===== config.mk =====
export PLATFORM = sky130hd
export DESIGN_NAME = adc_frame_reader
export DESIGN_NICKNAME = d
export VERILOG_FILES = /design/src/rtl/adc_rd_pkg.sv /design/src/rtl/adc_rd_tick.sv /design/src/rtl/adc_rd_seq.sv /design/src/rtl/adc_rd_capture.sv /design/src/rtl/adc_frame_reader.sv
export SDC_FILE = /design/constraint.sdc
export NUM_CORES = 1
export LEC_CHECK = 0
export BUFFER_PORTS_ARGS = -buffer_cell sky130_fd_sc_hd__clkbuf_2
export CAP_MARGIN = 20
export CORE_MARGIN = 2
export CORE_UTILIZATION = 52
export DETAILED_ROUTE_END_ITERATION = 7
export GPL_ROUTABILITY_DRIVEN = 1
export PLACE_DENSITY_LB_ADDON = 0.12
export SYNTH_ARGS = -nofsm -noshare
export SYNTH_HDL_FRONTEND = slang
export SYNTH_SLANG_ARGS = --single-unit

===== constraint.sdc =====
create_clock -name clk -period 2 [get_ports clk]
set_input_delay 0.2 -clock clk [delete_from_list [all_inputs] [get_ports clk]]
set_output_delay 0.2 -clock clk [all_outputs]
set_load 0.01 [all_outputs]

===== src/rtl/adc_rd_pkg.sv =====
package adc_rd_pkg;

    localparam int CODE_W          = 14;
    localparam int EDGE_W          = 5;
    localparam int NULL_EDGE       = 6;
    localparam int FIRST_DATA_EDGE = 7;
    localparam int LAST_DATA_EDGE  = FIRST_DATA_EDGE + CODE_W - 1;
    localparam int LAST_EDGE       = LAST_DATA_EDGE + 2;
    localparam int MIN_PERIOD      = LAST_EDGE + 1;

    typedef enum logic [1:0] {
        EK_SKIP,
        EK_NULL,
        EK_DATA,
        EK_TAIL
    } edge_kind_e;

    typedef struct packed {
        logic [CODE_W-1:0] code;
        logic              bad;
    } capture_t;

    function automatic edge_kind_e classify_edge(input logic [EDGE_W-1:0] idx);
        if (int'(idx) == NULL_EDGE)
            return EK_NULL;
        else if (int'(idx) >= FIRST_DATA_EDGE && int'(idx) <= LAST_DATA_EDGE)
            return EK_DATA;
        else if (int'(idx) > LAST_DATA_EDGE && int'(idx) <= LAST_EDGE)
            return EK_TAIL;
        return EK_SKIP;
    endfunction

endpackage


===== src/rtl/adc_rd_tick.sv =====
module adc_rd_tick #(
    parameter int HALF_W = 8
) (
    input  logic              clk,
    input  logic              rst,
    input  logic [HALF_W-1:0] half,
    output logic              tick
);
    logic [HALF_W-1:0] cnt_q;

    assign tick = (cnt_q >= half);

    always_ff @(posedge clk) begin
        if (rst)
            cnt_q <= '0;
        else if (tick)
            cnt_q <= '0;
        else
            cnt_q <= cnt_q + 1'b1;
    end
endmodule


===== src/rtl/adc_rd_seq.sv =====
module adc_rd_seq
    import adc_rd_pkg::*;
#(
    parameter int PER_W = 10
) (
    input  logic              clk,
    input  logic              rst,
    input  logic              tick,
    input  logic              run,
    input  logic [PER_W-1:0]  period,
    output logic              cs_n,
    output logic              sclk,
    output logic              rise,
    output logic [EDGE_W-1:0] rise_idx
);
    localparam int CNT_W = PER_W + 1;

    logic              in_frame_q;
    logic              cs_n_q;
    logic              sclk_q;
    logic [EDGE_W-1:0] edge_q;
    logic [CNT_W-1:0]  wait_q;
    logic [PER_W-1:0]  eff_period;
    logic [CNT_W-1:0]  reload;

    assign eff_period = (int'(period) < MIN_PERIOD) ? PER_W'(MIN_PERIOD) : period;
    assign reload     = {eff_period, 1'b0} - 1'b1;

    assign cs_n     = cs_n_q;
    assign sclk     = sclk_q;
    assign rise     = tick && in_frame_q && !sclk_q;
    assign rise_idx = edge_q + 1'b1;

    always_ff @(posedge clk) begin
        if (rst) begin
            in_frame_q <= 1'b0;
            cs_n_q     <= 1'b1;
            sclk_q     <= 1'b0;
            edge_q     <= '0;
            wait_q     <= '0;
        end else if (tick) begin
            if (!in_frame_q && wait_q == '0) begin
                if (run) begin
                    in_frame_q <= 1'b1;
                    cs_n_q     <= 1'b0;
                    edge_q     <= '0;
                    wait_q     <= reload;
                end
            end else begin
                if (wait_q != '0)
                    wait_q <= wait_q - 1'b1;
                if (in_frame_q) begin
                    if (!sclk_q) begin
                        sclk_q <= 1'b1;
                        edge_q <= rise_idx;
                    end else begin
                        sclk_q <= 1'b0;
                        if (int'(edge_q) == LAST_EDGE) begin
                            in_frame_q <= 1'b0;
                            cs_n_q     <= 1'b1;
                        end
                    end
                end
            end
        end
    end
endmodule


===== src/rtl/adc_rd_capture.sv =====
module adc_rd_capture
    import adc_rd_pkg::*;
#(
    parameter int OUT_W = 16
) (
    input  logic                    clk,
    input  logic                    rst,
    input  logic                    rise,
    input  logic [EDGE_W-1:0]       rise_idx,
    input  logic                    sdo,
    output logic signed [OUT_W-1:0] sample,
    output logic                    valid,
    output logic                    err
);
    capture_t          acc_q;
    logic [OUT_W-1:0]  widened;

    generate
        if (OUT_W > CODE_W) begin : g_extend
            assign widened = {{(OUT_W-CODE_W){acc_q.code[CODE_W-1]}}, acc_q.code};
        end else begin : g_exact
            assign widened = acc_q.code[OUT_W-1:0];
        end
    endgenerate

    always_ff @(posedge clk) begin
        if (rst) begin
            acc_q  <= '0;
            sample <= '0;
            valid  <= 1'b0;
            err    <= 1'b0;
        end else begin
            valid <= 1'b0;
            err   <= 1'b0;
            if (rise) begin
                unique case (classify_edge(rise_idx))
                    EK_NULL: acc_q.bad  <= sdo;
                    EK_DATA: acc_q.code <= {acc_q.code[CODE_W-2:0], sdo};
                    EK_TAIL: begin
                        acc_q.bad <= acc_q.bad | sdo;
                        if (int'(rise_idx) == LAST_EDGE) begin
                            valid  <= 1'b1;
                            sample <= widened;
                            err    <= acc_q.bad | sdo;
                        end
                    end
                    default: ;
                endcase
            end
        end
    end
endmodule


===== src/rtl/adc_frame_reader.sv =====
module adc_frame_reader
    import adc_rd_pkg::*;
#(
    parameter int OUT_W  = 16,
    parameter int HALF_W = 8,
    parameter int PER_W  = 10
) (
    input  logic                    clk,
    input  logic                    rst,
    input  logic                    run,
    input  logic [HALF_W-1:0]       cfg_half,
    input  logic [PER_W-1:0]        cfg_period,
    output logic                    adc_cs_n,
    output logic                    adc_sclk,
    input  logic                    adc_sdo,
    output logic signed [OUT_W-1:0] sample,
    output logic                    sample_valid,
    output logic                    frame_err
);
    logic              tick;
    logic              rise;
    logic [EDGE_W-1:0] rise_idx;

    adc_rd_tick #(.HALF_W(HALF_W)) u_tick (
        .clk  (clk),
        .rst  (rst),
        .half (cfg_half),
        .tick (tick)
    );

    adc_rd_seq #(.PER_W(PER_W)) u_seq (
        .clk      (clk),
        .rst      (rst),
        .tick     (tick),
        .run      (run),
        .period   (cfg_period),
        .cs_n     (adc_cs_n),
        .sclk     (adc_sclk),
        .rise     (rise),
        .rise_idx (rise_idx)
    );

    adc_rd_capture #(.OUT_W(OUT_W)) u_cap (
        .clk      (clk),
        .rst      (rst),
        .rise     (rise),
        .rise_idx (rise_idx),
        .sdo      (adc_sdo),
        .sample   (sample),
        .valid    (sample_valid),
        .err      (frame_err)
    );
endmodule


==> reports/results.ini, run 1 <==
[run_status]
status = finished, violations left
violations = negative setup slack

[timing]
slew_headroom_pct = 62.9
finalWorstSetupSlack_ps = -48.9
timing_hold_violations_final = 0
worst_slew_pin_slew_ps = 556
finClkSkew_ps = 9.76
fmax_mhz = 488
period_share_pct = 102
maxSlewViolCount = 0
setup_viol = 34
timing.hold.ws_ps = 156
fin_crit_ps = 2050
rsz0062_at_grt = yes

[min_path]
hold_depth = 3
hold_path_end = u_cap.err
hold_start = adc_sdo
hold_class = in -> reg

[clock_network]
insertion_delay_ps = 340
clock-sinks = 58
clk_path_buf_depth = 2
cts_root_buffer = clkbuf_8
cts_made_buffers = 9
clk_pin_slew_ps = 70
cts_tree = yes
cts_hold_buf = 0
ctsHtreeMaxLevel = 3

[global_route]
grt_pass1_wl_mm = 12.1
track_usage_pct = 23.9
grt_pass1_vias = 2615
grt_max_degree = 22
grt-ovfl-total = 0
antenna_found_initial = 0

[cells_and_area]
drive_gt1_share_pct = 33.9
instances_no_fill = 529
final_nets = 485
final_util_pct = 71.8
num_antenna_cells = 0
area_growth_pct = 35.7
stdcell_area_mm2 = 0.00417

[critical_path]
crit_path_top_delay_cell = dfxtp_2
worstSetupEndpointType = flop
cp_cell_sequence = inv_2 -> ha_4 -> nand2b_4 -> a2111o_1 -> a31oi_4 -> buf_8 -> a2111oi_4 -> buf_6 -> mux2i_1
rr_startpoint = u_tick.cnt_q[0]
startpoint_type = flop
cp_max_fo = 8
r2r_slack_ps = -50
critical_path_buf_inv_count = 3
critical_path_class = reg -> reg
reg2reg_to = u_cap.acc_q[5]
crit_required_ps = 2270
cp_top_family = compound AO/OA/AOI/OAI gates
critPathMaxStageDelay_ps = 340
arrival_ps = 2320
reg2reg_depth = 9

[yosys]
avgSynthCellArea_um2 = 8.81
synth-async-reset-ratio_pct = 0
synth.distinct_cells = 58
syn_area_mm2 = 0.00307
ys_seq_elements = 58
ys.flop_type = dfxtp_1
synth_edf_count = 0
synth_cells = 349
ys_warn_count = 0
ys_seq_area_share_pct = 37.8
syn-num-nets = 385

[detailed_routing]
drt-vias-per-instance = 5.42
ant_nets = 0
route.detailed.drc = 0
vias = 2866
firstDrtPassIters = 4
wl_per_cell_um = 13.8
drtIter0Drc = 112
wl_mm = 7.30

[floorplanning]
dieArea_mm2 = 0.00654
die_y_um = 80.9
die_x_um = 80.9
placementRows = 28
core_area_mm2 = 0.00582
start_util_pct = 52.9
num_io_pins = 42

[power]
pwr-share-seq_pct = 44.0
p_sw_uw = 670
pwr-share-clk_pct = 46.3
irDropWorstVdd_v = 0.000406
power_density_mw_per_mm2 = 639
p_comb_share_pct = 9.7
p_int_uw = 2000
switching_share_pct = 25.1
leakage_uw = 0.00178

[placement]
dp_cells = 505
preCtsSetupSlack_ps = -357
gp_congestion = 0.912
dpl.hpwl_mm = 5.12
place_area_mm2 = 0.00373
portBuffers = 41

[run]
max-cap-violations = 0

==> metal layers <==
layer	track usage [%]	wire length, um	up-vias
li1	-	-	1469
met1	31.7	3380	1313
met2	38.3	3440	74
met3	5.11	379	10
met4	8.31	109	0
met5	0	0	-
==> through the flow <==
stage / power, uW / TNS (ps)
4_1_cts: 2680 / -284
2_1_floorplan: 1330 / -577
5_1_grt: 2770 / -4140
6_report: 2670 / -621
3_5_place_dp: 1440 / -10890
3_3_place_gp: 1430 / -10220
==> tightest hold or removal path, cell delays in order <==
cell	delay (ps)
clkbuf_2	90
nor2_1	100
nor3_1	50
==> cell type report <==
type / count / area [um^2]
Clock buffer: 9 / 124
Multi-Input combinational cell: 256 / 1890
Clock inverter: 7 / 101
Sequential cell: 58 / 1160
Timing Repair Buffer: 104 / 729
Tap cell: 75 / 93.8
Inverter: 20 / 75.1
Fill cell: 487 / 1640
==> kinds of logic (layout without fill, tap and decap cells) <==
family | Yosys count | in the layout | synth area share (%)
xor gates and xnor gates | 11 | 11 | 3.74
DFF | 58 | 58 | 37.8
and+or+nand+nor | 135 | 135 | 21.6
buffers and inverters | 35 | 140 | 4.97
adders and majority gates | 14 | 14 | 5.70
muxes | 30 | 30 | 9.77
AOI/OAI and AO/OA | 66 | 66 | 16.4
==> power by group through the flow <==
stage	logic [uW]	clock network, uW	registers, uW
after CTS	248	1260	1170
after floorplan	125	0	1200
after detailed placement	237	0	1200
after global placement	234	0	1200
after global routing	285	1310	1170
final	258	1230	1170
==> how the worst max path moves through the flow <==
| stage | from | depth (start not counted) | end | slack [ps] |
|---|---|---|---|---|
| after floorplan | u_tick.cnt_q[0] | 8 | u_cap.acc_q[10] | -50 |
| after global placement | u_seq.edge_q[1] | 6 | u_cap.sample[9] | -300 |
| after detailed placement | u_seq.edge_q[0] | 6 | u_cap.sample[0] | -360 |
| after CTS | u_tick.cnt_q[0] | 9 | u_cap.acc_q[5] | -60 |
| after global routing | u_tick.cnt_q[0] | 9 | u_cap.acc_q[1] | -170 |
| final | u_tick.cnt_q[0] | 9 | u_cap.acc_q[5] | -50 |
==> synth_stat cells (2+ instances only) <==
master | n | area (um^2)
a211oi_1 | 5 | 37.5
a21oi_1 | 14 | 70.1
a311oi_1 | 2 | 17.5
a31o_2 | 2 | 17.5
a31oi_1 | 5 | 31.3
and3_1 | 5 | 31.3
buf_2 | 2 | 10.0
buf_4 | 3 | 22.5
clkbuf_1 | 9 | 33.8
dfxtp_1 | 58 | 1160
ha_1 | 14 | 175
inv_1 | 20 | 75.1
mux2i_1 | 30 | 300
nand2_1 | 47 | 176
nand2b_1 | 5 | 31.3
nand3_1 | 14 | 70.1
nand4_1 | 2 | 12.5
nand4b_1 | 2 | 17.5
nor2_1 | 29 | 109
nor3_1 | 12 | 60.1
nor3b_1 | 2 | 15.0
nor4_1 | 3 | 18.8
o211ai_1 | 2 | 15.0
o21ai_0 | 12 | 60.1
o311a_1 | 2 | 20.0
o311ai_0 | 4 | 35.0
or3_1 | 4 | 25.0
or4b_1 | 2 | 20.0
xnor2_1 | 4 | 35.0
xor2_1 | 6 | 52.6
==> flip-flops by register name (all words and copies together) (netlist names) <==
signal            flops
u_cap.sample         14
u_cap.err             1
u_cap.valid           1
u_seq.wait_q         11
u_seq.edge_q          5
u_seq.cs_n            1
u_seq.sclk            1
u_cap.acc_q          15
u_seq.in_frame_q      1
u_tick.cnt_q          8
==> cell usage in the layout (no fill, tap or decap), types with 5 or more instances in the layout <==
| master | synthesis | layout |
|---|---|---|
| a31oi_1 | 5 | 5 |
| inv_1 | 20 | 19 |
| ha_1 | 14 | 11 |
| nor2_1 | 29 | 27 |
| o21ai_0 | 12 | 8 |
| nand2_1 | 47 | 47 |
| xor2_1 | 6 | 6 |
| buf_4 | 3 | 57 |
| clkbuf_2 | 0 | 41 |
| nor3_1 | 12 | 10 |
| mux2i_1 | 30 | 30 |
| a21oi_1 | 14 | 13 |
| nand3_1 | 14 | 14 |
| dfxtp_1 | 58 | 56 |
| and3_1 | 5 | 5 |
| clkbuf_8 | 0 | 9 |
==> timing repair <==
action                                  in CTS  in global routing
buffers inserted                             5                  2
pin swaps                                    3                 11
resized for setup                            8                 21
endpoints found under the setup margin      53                 54
cloned                                       1                  0
Power figures use the tool's default switching activity.
==> run 2: changes to the inputs <==
--- a/config.mk
+++ b/config.mk
@@ -8,7 +8,7 @@
 export BUFFER_PORTS_ARGS = -buffer_cell sky130_fd_sc_hd__clkbuf_2
 export CAP_MARGIN = 20
 export CORE_MARGIN = 2
-export CORE_UTILIZATION = 52
+export CORE_UTILIZATION = 55
 export DETAILED_ROUTE_END_ITERATION = 7
 export GPL_ROUTABILITY_DRIVEN = 1
 export PLACE_DENSITY_LB_ADDON = 0.12
==> constraint.sdc (replaced) <==
create_clock -name clk -period 2.64 [get_ports clk]
set_input_delay 0.264 -clock clk [delete_from_list [all_inputs] [get_ports clk]]
set_output_delay 0.264 -clock clk [all_outputs]
set_load 0.01 [all_outputs]
==> reports/results.ini, run 2 (same netlist as run 1, synthesis figures left out) <==
[floorplanning]
dieArea_mm2 = 0.00620  ; -5.2%
num_io_pins = 42  ; unchanged
core_area_mm2 = 0.00544  ; -6.5%
placementRows = 27  ; -3.6%
die_y_um = 78.8  ; -2.6%
start_util_pct = 56.5  ; +3.7 points
die_x_um = 78.8  ; -2.6%

[placement]
dpl.hpwl_mm = 4.66  ; -8.9%
dp_cells = 458  ; -9.3%
portBuffers = 41  ; unchanged
gp_congestion = 0.912  ; unchanged

[global_route]
grt_pass1_wl_mm = 11.2  ; -7.1%
grt_max_degree = 21  ; -4.5%
grt_pass1_vias = 2486  ; -4.9%
grt-ovfl-total = 0  ; unchanged
antenna_found_initial = 0  ; unchanged
track_usage_pct = 22.9  ; -0.97 points

[critical_path]
startpoint_type = flop
r2r_slack_ps = 350  ; +400 ps
cp_max_fo = 18  ; +10
worstSetupEndpointType = flop
reg2reg_depth = 9  ; unchanged
crit_required_ps = 2850  ; +580 ps
critical_path_class = reg -> reg
arrival_ps = 2500  ; +180 ps

[cells_and_area]
instances_no_fill = 475  ; -10%
mostFrequentLayoutCells = dfxtp_1 (58), nand2_1 (47), clkbuf_2 (41)
regMostFlops = u_cap.acc_q
largestRegisters = u_cap.acc_q: 15 flops, u_cap.sample: 14 flops, u_seq.wait_q: 11 flops
final_nets = 434  ; -11%
mostFrequentLayoutCell = dfxtp_1
num_antenna_cells = 0  ; unchanged
drive_gt1_share_pct = 19.9  ; -14 points
largest_reg_flops = 15  ; unchanged
area_growth_pct = 17.3
nFillCells = 459  ; -5.7%

[power]
p_comb_share_pct = 7.6  ; -2.1 points
leakage_uw = 0.00148  ; -17%
switching_share_pct = 22.6  ; -2.5 points
pwr-share-clk_pct = 46.3  ; about the same
power_density_mw_per_mm2 = 537  ; -16%
irDropWorstVdd_v = 0.000499  ; +23%
p_sw_uw = 438  ; -35%
p_int_uw = 1500  ; -25%
pwr-share-seq_pct = 46.1  ; +2.1 points

[clock_network]
clk_path_buf_depth = 2  ; unchanged
ctsHtreeMaxLevel = 3  ; unchanged
cts_tree = yes
cts_root_buffer = clkbuf_8
clk_pin_slew_ps = 60  ; about the same
cts_made_buffers = 9  ; unchanged
cts_setup_buffers = 0  ; -5
clock-sinks = 58  ; unchanged
insertion_delay_ps = 330  ; about the same
cts_resized = 0  ; -8
cts_hold_buf = 0  ; unchanged

[min_path]
hold_depth = 3  ; unchanged
hold_class = in -> reg

[detailed_routing]
vias = 2635  ; -8.1%
firstDrtPassIters = 4  ; unchanged
wl_per_cell_um = 13.6  ; -1.7%
drtIter0Drc = 116  ; +3.6%
route.detailed.drc = 0  ; unchanged
wl_mm = 6.44  ; -12%
drt-vias-per-instance = 5.55  ; +2.4%
ant_nets = 0  ; unchanged

[run]
max-cap-violations = 0  ; unchanged

[timing]
maxSlewViolCount = 0  ; unchanged
fin_setup_tns_ps = 0  ; +621 ps
timing_hold_violations_final = 0  ; unchanged
fmax_mhz = 436  ; -11%
worst_slew_pin_slew_ps = 634  ; +77.9 ps
slew_headroom_pct = 57.7  ; -5.2 points
fin_crit_ps = 2290  ; +244 ps
finClkSkew_ps = 2.78  ; -6.98 ps
setup_viol = 0  ; -100%
period_share_pct = 86.9  ; -16 points
rsz0062_at_grt = no

[run_status]
status = finished, final reports clean

-- run 2: cell count changes in the layout (fill, tap and decap cells not counted), sizes merged --
cell	delta
buf	-51
clkbuf	+2
inv	-2
clkinv	+1
clkinvlp	-1
-- run 2: power groups by stage --
| stage | clock network [uW] | logic, uW | registers [uW] |
|---|---|---|---|
| 2_1_floorplan | 0 | 92.8 | 911 |
| 4_1_cts | 916 | 148 | 891 |
| 6_report | 896 | 148 | 891 |
| 3_3_place_gp | 0 | 146 | 910 |
| 3_5_place_dp | 0 | 147 | 911 |
| 5_1_grt | 954 | 168 | 892 |
-- run 2: cell type report --
type / instances / area, um^2 / area share (%)
multi-input combinational: 256 / 1760 / 48.8
sequential: 58 / 1160 / 32.2
timing repair buffer: 53 / 299 / 8.30
clock buffer: 11 / 141 / 3.92
tap: 72 / 90.1 / 2.50
clock inverter: 5 / 77.6 / 2.15
inverter: 20 / 75.1 / 2.08
-- run 2: final timing paths --
check | start | endpoint
min reg2reg | u_cap.sample[7] | u_cap.sample[7]
max reg2reg | u_tick.cnt_q[0] | u_cap.acc_q[1]
min | adc_sdo | u_cap.err
max | u_tick.cnt_q[0] | u_cap.acc_q[1]
-- run 2: stage by stage --
| step | area [um^2] | total power, uW | util, % | hold WS, ps | setup slack, ps |
|---|---|---|---|---|---|
| after floorplan | 3070 | 1000 | - | 430 | 449 |
| after global placement | 3370 | 1060 | 62.0 | 442 | 157 |
| after detailed placement | 3370 | 1060 | 62.0 | 447 | 119 |
| after CTS | 3590 | 1960 | 66.1 | 208 | 97.8 |
| after global routing | 3600 | 2010 | 66.3 | 214 | 224 |
| final | 3600 | 1930 | 66.3 | 217 | 347 |
-- run 2: worst max-delay path, stage by stage, from the launching register on --
cell	delay, ps
dfxtp_1	330
inv_1	50
ha_1	250
nand2b_1	140
a2111o_1	460
a31oi_4	230
buf_4	280
a2111oi_4	50
buf_4	230
mux2i_1	150
-- run 2: layer usage --
metal	vias to the layer above	track usage, %	wire [um]
li1	1364	-	-
met1	1207	29.5	3030
met2	58	37.6	3060
met3	6	6.70	309
met4	0	5.96	44
met5	-	0	0
==> run 3: changes to the inputs <==
--- a/config.mk
+++ b/config.mk
@@ -7,8 +7,10 @@
 export LEC_CHECK = 0
 export BUFFER_PORTS_ARGS = -buffer_cell sky130_fd_sc_hd__clkbuf_2
 export CAP_MARGIN = 20
+export CORE_ASPECT_RATIO = 1.1
 export CORE_MARGIN = 2
 export CORE_UTILIZATION = 55
+export CTS_BUF_LIST = sky130_fd_sc_hd__clkbuf_8
 export DETAILED_ROUTE_END_ITERATION = 7
 export GPL_ROUTABILITY_DRIVEN = 1
 export PLACE_DENSITY_LB_ADDON = 0.12
==> constraint.sdc (replaced) <==
create_clock -name clk -period 2.2 [get_ports clk]
set_input_delay 0.22 -clock clk [delete_from_list [all_inputs] [get_ports clk]]
set_output_delay 0.22 -clock clk [all_outputs]
set_load 0.01 [all_outputs]
==> reports/results.ini, run 3 (same netlist as run 1, synthesis figures left out) <==
[run_status]
status = finished, final reports clean

[timing]
finClkSkew_ps = 8.16  ; +5.38 ps
fin_crit_ps = 2090  ; -203 ps
timing_hold_violations_final = 0  ; unchanged
setup_viol = 0  ; unchanged
period_share_pct = 95.0  ; +8.2 points
fmax_mhz = 478  ; +9.7%
fin_setup_tns_ps = 0  ; unchanged
rsz0062_at_grt = no
maxSlewViolCount = 0  ; unchanged
slew_headroom_pct = 64.1  ; +6.4 points
worst_slew_pin_slew_ps = 538  ; -95.2 ps

[global_route]
grt_max_degree = 20  ; -4.8%
antenna_found_initial = 0  ; unchanged
track_usage_pct = 23.2  ; +0.31 points
grt-ovfl-total = 0  ; unchanged
grt_pass1_wl_mm = 11.1  ; -1.7%
grt_pass1_vias = 2506  ; +0.80%

[power]
p_sw_uw = 538  ; +23%
pwr-share-seq_pct = 45.7  ; -0.4 points
irDropWorstVdd_v = 0.000388  ; -22%
leakage_uw = 0.00156  ; +5.4%
p_int_uw = 1800  ; +21%
power_density_mw_per_mm2 = 623  ; +16%
pwr-share-clk_pct = 46.0  ; -0.3 points
p_comb_share_pct = 8.3  ; +0.7 points
switching_share_pct = 22.9  ; +0.32 points

[critical_path]
cp_cell_sequence = inv_1 -> ha_1 -> nand2b_1 -> a2111o_1 -> a31oi_4 -> buf_12 -> nor4_4 -> buf_12 -> mux2i_1
critical_path_class = reg -> reg
crit_path_frequent_cell = buf_12
crit_path_top_delay_cell = a2111o_1
cp_top_family = compound AO/OA/AOI/OAI gates
crit_required_ps = 2420  ; -430 ps
critPathMaxStageDelay_ps = 450  ; about the same
worstSetupEndpointType = flop
startpoint_type = flop
cp_max_fo = 19  ; +1
arrival_ps = 2310  ; -190 ps
critical_path_buf_inv_count = 3  ; unchanged

[cells_and_area]
register_area_mm2 = 0.00116  ; unchanged
drive_gt1_share_pct = 23.5  ; +3.7 points
regMostFlops = u_cap.acc_q
multi_input_area_mm2 = 0.00178  ; +1.3%
mostFrequentLayoutCell = dfxtp_1
area_growth_pct = 22.4
final_nets = 449  ; +3.5%
largest_reg_flops = 15  ; unchanged
num_antenna_cells = 0  ; unchanged
largestRegisters = u_cap.acc_q: 15 flops, u_cap.sample: 14 flops, u_seq.wait_q: 11 flops
instances_no_fill = 492  ; +3.6%
mostFrequentLayoutCells = dfxtp_1 (58), nand2_1 (47), clkbuf_2 (41)
nFillCells = 474  ; +3.3%

[clock_network]
insertion_delay_ps = 340  ; about the same
cts_hold_buf = 0  ; unchanged
clk_pin_slew_ps = 60  ; about the same
cts_root_buffer = clkbuf_8
cts_made_buffers = 9  ; unchanged
clk_path_buf_depth = 2  ; unchanged
ctsHtreeMaxLevel = 3  ; unchanged
clock-sinks = 58  ; unchanged
cts_tree = yes

[detailed_routing]
drt-vias-per-instance = 5.55  ; about the same
drtIter0Drc = 89  ; -23%
firstDrtPassIters = 5  ; +1
wl_per_cell_um = 13.5  ; -0.53%
ant_nets = 0  ; unchanged
route.detailed.drc = 0  ; unchanged
wl_mm = 6.64  ; +3.0%
vias = 2729  ; +3.6%

[floorplanning]
dieArea_mm2 = 0.00620  ; about the same
core_area_mm2 = 0.00540  ; -0.81%
placementRows = 28  ; +3.7%
start_util_pct = 57.0  ; +0.46 points
num_io_pins = 42  ; unchanged
die_x_um = 75.3  ; -4.4%
die_y_um = 82.4  ; +4.6%

[placement]
portBuffers = 41  ; unchanged
gp_congestion = 0.881  ; -3.4%
dpl.hpwl_mm = 4.87  ; +4.4%
dp_cells = 475  ; +3.7%

[min_path]
hold_class = in -> reg

[run]
max-cap-violations = 0  ; unchanged

[run 3: cell types whose count changed in the layout (fill, tap and decap cells not counted), sizes merged]
| cell | delta |
|---|---|
| clkbuf | -1 |
| clkinvlp | -1 |
| buf | +15 |
| clkinv | +1 |
[run 3: power by group through the flow]
stage	Clock (uW)	Sequential [uW]	Combinational [uW]
finish	1080	1070	195
global route	1140	1070	219
CTS	1100	1070	195
detailed placement	0	1090	194
global placement	0	1090	190
floorplan	0	1090	111
[run 3: final timing paths]
kind,startpoint,to,slack (ps),depth (start not counted)
worst max-delay path,u_tick.cnt_q[0],u_cap.sample[12],110,9
worst min-delay path,adc_sdo,u_cap.err,160,3
worst max register to register,u_tick.cnt_q[0],u_cap.sample[12],110,9
worst min register to register,u_cap.sample[9],u_cap.sample[9],450,2
[run 3: layout make-up]
| class | count | area share, % |
|---|---|---|
| multi-input cells | 256 | 47.4 |
| flip-flops and latches | 58 | 30.9 |
| repair buffers | 68 | 11.5 |
| clock buffers | 10 | 3.66 |
| well taps | 75 | 2.49 |
| clock inverters | 5 | 2.10 |
| inverters | 20 | 2.00 |
[run 3: worst reg2reg max path, delay by kind of cell (launching register included)]
family / cells / cell delay, ps
buffers and inverters: 3 / 400
and+or+nand+nor: 2 / 210
adders and majority gates: 1 / 250
DFF: 1 / 330
muxes: 1 / 130
AOI/OAI and AO/OA: 2 / 650
[run 3: timing repair]
item / CTS / global route
setup endpoints to repair: 0 / 17
resized for setup: 0 / 4
setup buffers: 0 / 2
endpoints found under the hold margin: 0 / 0
[run 3: per-stage QoR]
stage / area [um^2] / util, % / worst slack, ps / hold WS [ps] / total power (uW)
global route: 3760 / 69.7 / 23.3 / 195 / 2430
finish: 3760 / 69.7 / 110 / 164 / 2340
floorplan: 3070 / - / 53.1 / 386 / 1200
CTS: 3720 / 69.0 / 51.8 / 159 / 2360
global placement: 3510 / 65.0 / 85.9 / 441 / 1280
detailed placement: 3510 / 65.0 / -33.9 / 446 / 1290
[run 3: metal layers]
layer | vias up | GRT usage (%) | part of all wire (%) | wire [um]
li1 | 1398 | - | - | -
met1 | 1259 | 30.4 | 47 | 3120
met2 | 64 | 37.3 | 48 | 3160
met3 | 8 | 5.83 | 4.1 | 275
met4 | 0 | 7.54 | 1.2 | 82
met5 | - | 0 | 0 | 0
